`src/rtl/odsync_pkg.sv`:
```
package odsync_pkg;

    typedef enum logic [1:0] {
        AUTO_OFF   = 2'b00,
        AUTO_FREQ  = 2'b01,
        AUTO_PHASE = 2'b10,
        AUTO_RSVD  = 2'b11
    } auto_mode_e;

    // Request controller state
    typedef struct packed {
        logic prev_freq;
        logic prev_phase;
        logic pending;
        logic sync;
    } req_state_t;

endpackage

```
`src/rtl/odsync_ref_sync.sv`:
```
module odsync_ref_sync #(
    parameter int STAGES = 2
) (
    input  logic clk,
    input  logic rst_n,
    input  logic async_i,
    output logic rise_o
);

    typedef struct packed {
        logic [STAGES-1:0] chain;
        logic              last;
    } rs_state_t;

    rs_state_t s_d, s_q;

    always_comb begin
        s_d = s_q;
        if (STAGES > 1) begin
            s_d.chain = {s_q.chain[STAGES-2:0], async_i};
        end else begin
            s_d.chain[0] = async_i;
        end
        s_d.last = s_q.chain[STAGES-1];
    end

    always_ff @(posedge clk or negedge rst_n) begin
        if (!rst_n) s_q <= '0;
        else        s_q <= s_d;
    end

    assign rise_o = s_q.chain[STAGES-1] & ~s_q.last;

endmodule

```
`src/rtl/odsync_req_ctl.sv`:
```
module odsync_req_ctl
    import odsync_pkg::*;
#(
    parameter int NUM_CH = 2
) (
    input  logic              clk,
    input  logic              rst_n,
    input  logic              src_ref_i,
    input  logic [1:0]        auto_mode_i,
    input  logic              lock_ovr_i,
    input  logic              apll_ok_i,
    input  logic              upd_strobe_i,
    input  logic              ref_rise_i,
    input  logic              freq_lock_i,
    input  logic              phase_lock_i,
    input  logic [NUM_CH-1:0] mask_i,
    output logic              sync_o,
    output logic [NUM_CH-1:0] released_o
);

    req_state_t        s_d, s_q;
    logic [NUM_CH-1:0] rel_d, rel_q;
    auto_mode_e        mode;
    logic              auto_on, auto_hit, man_hit, req, qual, fire;

    always_comb begin
        mode     = auto_mode_e'(auto_mode_i);
        auto_on  = (mode == AUTO_FREQ) || (mode == AUTO_PHASE);
        auto_hit = ((mode == AUTO_FREQ)  && freq_lock_i  && !s_q.prev_freq) ||
                   ((mode == AUTO_PHASE) && phase_lock_i && !s_q.prev_phase);
        man_hit  = src_ref_i ? ref_rise_i : upd_strobe_i;
        req      = auto_hit | man_hit;
        qual     = apll_ok_i | lock_ovr_i;
        fire     = (req | s_q.pending) & qual;

        s_d            = s_q;
        s_d.prev_freq  = freq_lock_i;
        s_d.prev_phase = phase_lock_i;
        s_d.pending    = auto_on & ~fire & (s_q.pending | req);
        s_d.sync       = fire;
        rel_d          = rel_q | ({NUM_CH{fire}} & ~mask_i);
    end

    always_ff @(posedge clk or negedge rst_n) begin
        if (!rst_n) begin
            s_q   <= '0;
            rel_q <= '0;
        end else begin
            s_q   <= s_d;
            rel_q <= rel_d;
        end
    end

    assign sync_o     = s_q.sync;
    assign released_o = rel_q;

endmodule

```
`src/rtl/odsync_divider.sv`:
```
module odsync_divider #(
    parameter int DIV_W = 8
) (
    input  logic             clk,
    input  logic             rst_n,
    input  logic             hold_i,
    input  logic [DIV_W-1:0] ratio_i,
    output logic             clk_o
);

    typedef struct packed {
        logic [DIV_W-1:0] cnt;
        logic             out;
    } div_state_t;

    div_state_t       s_d, s_q;
    logic [DIV_W-1:0] eff_m1;
    logic             wrap;

    always_comb begin
        eff_m1 = (ratio_i == '0) ? '0 : ratio_i - 1'b1;
        wrap   = (s_q.cnt >= eff_m1);
        s_d    = s_q;
        if (hold_i) begin
            s_d.cnt = '0;
            s_d.out = 1'b0;
        end else if (wrap) begin
            s_d.cnt = '0;
            s_d.out = ~s_q.out;
        end else begin
            s_d.cnt = s_q.cnt + 1'b1;
        end
    end

    always_ff @(posedge clk or negedge rst_n) begin
        if (!rst_n) s_q <= '0;
        else        s_q <= s_d;
    end

    assign clk_o = s_q.out;

endmodule

```
`src/rtl/odsync_top.sv`:
```
module odsync_top #(
    parameter int NUM_CH      = 2,
    parameter int DIV_W       = 8,
    parameter int SYNC_STAGES = 2
) (
    input  logic                    clk,
    input  logic                    rst_n,
    input  logic [NUM_CH-1:0]       cfg_mask_i,
    input  logic                    cfg_src_ref_i,
    input  logic [1:0]              cfg_auto_mode_i,
    input  logic                    cfg_lock_ovr_i,
    input  logic [NUM_CH-1:0]       cfg_out_en_i,
    input  logic [NUM_CH*DIV_W-1:0] cfg_ratio_i,
    input  logic                    upd_strobe_i,
    input  logic                    ref_sync_i,
    input  logic                    freq_lock_i,
    input  logic                    phase_lock_i,
    input  logic                    apll_ok_i,
    output logic [NUM_CH-1:0]       div_hold_o,
    output logic [NUM_CH-1:0]       div_clk_o,
    output logic [NUM_CH-1:0]       drv_en_o
);

    logic              ref_rise_w;
    logic              sync_w;
    logic [NUM_CH-1:0] released_w;

    odsync_ref_sync #(.STAGES(SYNC_STAGES)) u_ref (
        .clk     (clk),
        .rst_n   (rst_n),
        .async_i (ref_sync_i),
        .rise_o  (ref_rise_w)
    );

    odsync_req_ctl #(.NUM_CH(NUM_CH)) u_req (
        .clk          (clk),
        .rst_n        (rst_n),
        .src_ref_i    (cfg_src_ref_i),
        .auto_mode_i  (cfg_auto_mode_i),
        .lock_ovr_i   (cfg_lock_ovr_i),
        .apll_ok_i    (apll_ok_i),
        .upd_strobe_i (upd_strobe_i),
        .ref_rise_i   (ref_rise_w),
        .freq_lock_i  (freq_lock_i),
        .phase_lock_i (phase_lock_i),
        .mask_i       (cfg_mask_i),
        .sync_o       (sync_w),
        .released_o   (released_w)
    );

    // Mask bypasses hold with no clock edge; sync clears all unmasked channels
    assign div_hold_o = ~cfg_mask_i & (~released_w | {NUM_CH{sync_w}});
    assign drv_en_o   = cfg_out_en_i;

    for (genvar ch = 0; ch < NUM_CH; ch++) begin : g_div
        odsync_divider #(.DIV_W(DIV_W)) u_div (
            .clk     (clk),
            .rst_n   (rst_n),
            .hold_i  (div_hold_o[ch]),
            .ratio_i (cfg_ratio_i[ch*DIV_W +: DIV_W]),
            .clk_o   (div_clk_o[ch])
        );
    end

endmodule

```
`config.mk`:
```
export PLATFORM = sky130hd
export DESIGN_NAME = odsync_top
export DESIGN_NICKNAME = d
export VERILOG_FILES = /design/src/rtl/odsync_pkg.sv /design/src/rtl/odsync_ref_sync.sv /design/src/rtl/odsync_req_ctl.sv /design/src/rtl/odsync_divider.sv /design/src/rtl/odsync_top.sv
export SDC_FILE = /design/constraint.sdc
export NUM_CORES = 1
export LEC_CHECK = 0
export BUFFER_PORTS_ARGS = -buffer_cell sky130_fd_sc_hd__buf_2
export CELL_PAD_IN_SITES_DETAIL_PLACEMENT = 1
export CELL_PAD_IN_SITES_GLOBAL_PLACEMENT = 1
export CORE_MARGIN = 2
export CORE_UTILIZATION = 40
export CTS_BUF_LIST = sky130_fd_sc_hd__clkbuf_4
export CTS_CLUSTER_DIAMETER = 30
export DETAILED_ROUTE_END_ITERATION = 12
export PLACE_DENSITY = 0.9
export SYNTH_ARGS = -nofsm -noshare
export SYNTH_HDL_FRONTEND = slang
export SYNTH_HIERARCHICAL = 1
export SYNTH_SLANG_ARGS = --single-unit
export TNS_END_PERCENT = 10
```
`constraint.sdc`:
```
create_clock -name clk -period 1.6 [get_ports clk]
set_input_delay 0.32 -clock clk [delete_from_list [all_inputs] [get_ports clk]]
set_output_delay 0.32 -clock clk [all_outputs]
set_load 0.01 [all_outputs]
```
==> impl_metrics.py <==
metrics = {
    "clock_network": {
        "cts_sinks": 27,
        "path_clk_slew_ns": 0.16,
        "ctsHtreeMaxLevel": 1,
        "clockBufferDepth": 2,
        "cts-root-buf": "clkbuf_4",
        "clk_latency_ns": 0.33,
        "cts_made_buffers": 3,
        "cts_tree": "yes",
    },
    "drt": {
        "wl_met3_um": 241,
        "dr_wl_met2_um": 3540,
        "drc": 0,
        "drt_first_pass_iters": 4,
        "ant_nets": 0,
        "vias": 1885,
        "routedWlPerCell_um": 17.5,
        "viasPerCell": 5.27,
        "top_layer_used": "met4",
        "met1Wirelength_um": 2380,
        "routed_wl_um": 6280,
        "drt_iter0_drc": 68,
    },
    "job": {
        "drv_cap": 0,
    },
    "yosys": {
        "synth_cells": 204,
        "yosys-top-cells-area": "dfrtp_1 (34%), ha_1 (14%), nor3_1 (5.3%)",
        "synth_edf_count": 0,
        "yosys-top-cells-count": "dfrtp_1 (27), ha_1 (22), nor3_1 (21), nand2_1 (14), inv_1 (13)",
        "synth_top_area_share_pct": 34.4,
        "postSynthAreaPerCell_um2": 9.64,
        "yosys_register_bits": 27,
        "synth_nets": 257,
        "seq_area_frac_synth_pct": 34.4,
        "yosysUniqueCellTypes": 47,
        "async_flop_share_pct": 100,
        "yosysTopAreaCell": "dfrtp_1",
        "ys_warn_count": 6,
        "yosysMostFrequentCell": "dfrtp_1",
        "synth_area_um2": 1970,
        "synth_flop_cell": "dfrtp_1",
    },
    "critical_path": {
        "path_max_fanout": 6,
        "arrival_ns": 2.52,
        "start_kind": "input port",
        "endpoint_kind": "register",
        "crit_type": "in2reg",
        "cp.required_ns": 1.85,
    },
    "place": {
        "numPlacedInstances": 348,
        "place_area_um2": 2640,
        "port_buffers": 32,
        "hpwl_um": 4650,
        "gp_congestion": 0.857,
    },
    "timing": {
        "finalCritPeriodShare_pct": 142,
        "finClkSkew_ns": 0.00351,
        "worst_slew_pin_slew_ns": 0.625,
        "fin_crit_ns": 2.27,
        "clock.fmax_mhz": 441,
        "final_hold_viol_count": 0,
        "final_max_slew_viol_count": 0,
        "setup_viol": 18,
        "slew_headroom_pct": 58.3,
        "worst_slack_ns": -0.667,
        "rsz0062_at_grt": "true",
        "setup_tns_ns": -11.57,
    },
    "cells_and_area": {
        "drive_gt1_share_pct": 47.1,
        "num-fill-cells": 527,
        "diodes": 0,
        "final_area_um2": 2880,
        "regArea_um2": 676,
        "syn_to_final_growth_pct": 46.2,
        "multi_input_area_um2": 1410,
        "fin_cells": 358,
        "layout.nets": 345,
    },
    "die": {
        "start_util_pct": 41.6,
        "rows": 25,
        "die_y_um": 74.1,
        "fp.dieW_um": 74.1,
        "io_pins": 37,
        "die_area_um2": 5490,
        "core_area_um2": 4720,
    },
    "outcome": {
        "violations": "setup timing",
        "status": "finished, violations left",
    },
    "grt": {
        "antenna_found_initial": 0,
        "grt_pass1_vias": 2122,
        "grt_remaining_overflow": 0,
        "grtUsageTotal_pct": 23.1,
        "grt_first_pass_wirelength_um": 9720,
        "grt_max_degree": 28,
    },
    "power_and_ir_drop": {
        "peakVddDrop_v": 0.000485,
        "power.density_nw_per_um2": 931,
        "power.leakage_nw": 1.37,
        "power_mw": 2.68,
    },
    "min_path": {
        "holdCritPathClass": "in2reg",
    },
}
[cell type report]
cell class / count / share of cell area [%]
clock inverter: 1 / 0.261
timing repair buffer: 87 / 20.9
sequential: 27 / 23.5
tap: 67 / 2.92
multi-input combinational: 160 / 48.9
inverter: 13 / 2.74
clock buffer: 3 / 0.783
[cell usage in the layout (no fill, tap or decap), types with 3 or more instances in the layout]
master	n
dfrtp_1	27
nor3_1	9
buf_4	53
a21oi_1	5
clkbuf_4	3
inv_1	9
nor2b_4	3
nand2_1	12
buf_2	29
xnor2_1	10
nor2_1	11
buf_6	3
nor3b_2	4
xor2_1	8
nor2b_1	6
ha_4	5
o21ai_0	4
a21o_1	3
ha_1	17
nand3_1	10
nor3_2	11
[worst max-delay path, cell delays in order]
cell	delay [ns]
buf_8	0.10
inv_6	0.05
ha_4	0.12
nor2b_4	0.14
nand3b_1	0.10
or3_4	0.35
buf_4	0.15
nand2_1	0.07
ha_1	0.22
and3_4	0.15
a221o_1	0.38
buf_6	0.16
nor3_1	0.19
[worst paths after layout]
path,from,endpoint,slack (ns),cells after the start
max,cfg_ratio_i[8],g_div[1].u_div/s_q[4],-0.67,13
min,ref_sync_i,u_ref/s_d[2],0.08,1
max reg2reg,g_div[1].u_div/s_q[7],g_div[1].u_div/s_q[7],-0.20,6
min reg2reg,u_ref/s_d[2],u_ref/s_d[0],0.38,0
max in group asynchronous,rst_n,g_div[1].u_div/s_q[7],0.66,2
min in group asynchronous,rst_n,u_ref/s_d[2],0.52,2
[timing repair]
action	4_1_cts	5_1_grt
setup endpoints to repair	19	19
buffers inserted	5	0
gates cloned	0	0
endpoints found under the hold margin	19	0
pin swaps	11	8
hold buffers	1	0
gates resized for setup	24	8
[kinds of logic (layout without fill, tap and decap cells)]
logic type / count (synthesis) / count (layout) / synth area share [%]
AOI/OAI and AO/OA: 27 / 27 / 11.3
adders and majority gates: 22 / 22 / 14.0
DFF: 27 / 27 / 34.4
buffers and inverters: 17 / 104 / 4.39
xor gates and xnor gates: 18 / 18 / 8.02
and+or+nand+nor: 90 / 90 / 26.1
muxes: 3 / 3 / 1.78
[state kept, by name, summed over array words and instances (netlist names)]
signal	cells
u_ref/s_q	1
g_div.u_div/clk_o	2
u_ref/s_d	2
u_req/released_o	2
g_div.u_div/s_q	16
u_req/sync_o	1
u_req/s_q	3
[where the power goes]
part           total, mW  switching [mW]  internal (mW)  leakage [nW]
logic               1.43           0.693          0.740          1.02
registers          0.933           0.122          0.811         0.334
clock network      0.312           0.216         0.0956        0.0139
total               2.68            1.03           1.65          1.37
[stage by stage]
step | utilization [%] | hold slack, ns | worst slack (ns)
2_1_floorplan | - | 0.0244 | -0.754
3_3_place_gp | 55.8 | 0.335 | -1.10
3_5_place_dp | 55.8 | 0.347 | -1.16
4_1_cts | 59.7 | 0.0708 | -0.669
5_1_grt | 60.9 | 0.0554 | -0.765
6_report | 60.9 | 0.0830 | -0.667
[layer usage]
metal / GRT usage, % / vias up
met1: 25.1 / 928
met4: 6.46 / 0
li1: - / 892
met5: 0 / -
met2: 45.7 / 53
met3: 3.39 / 12
Power figures use the tool's default switching activity.
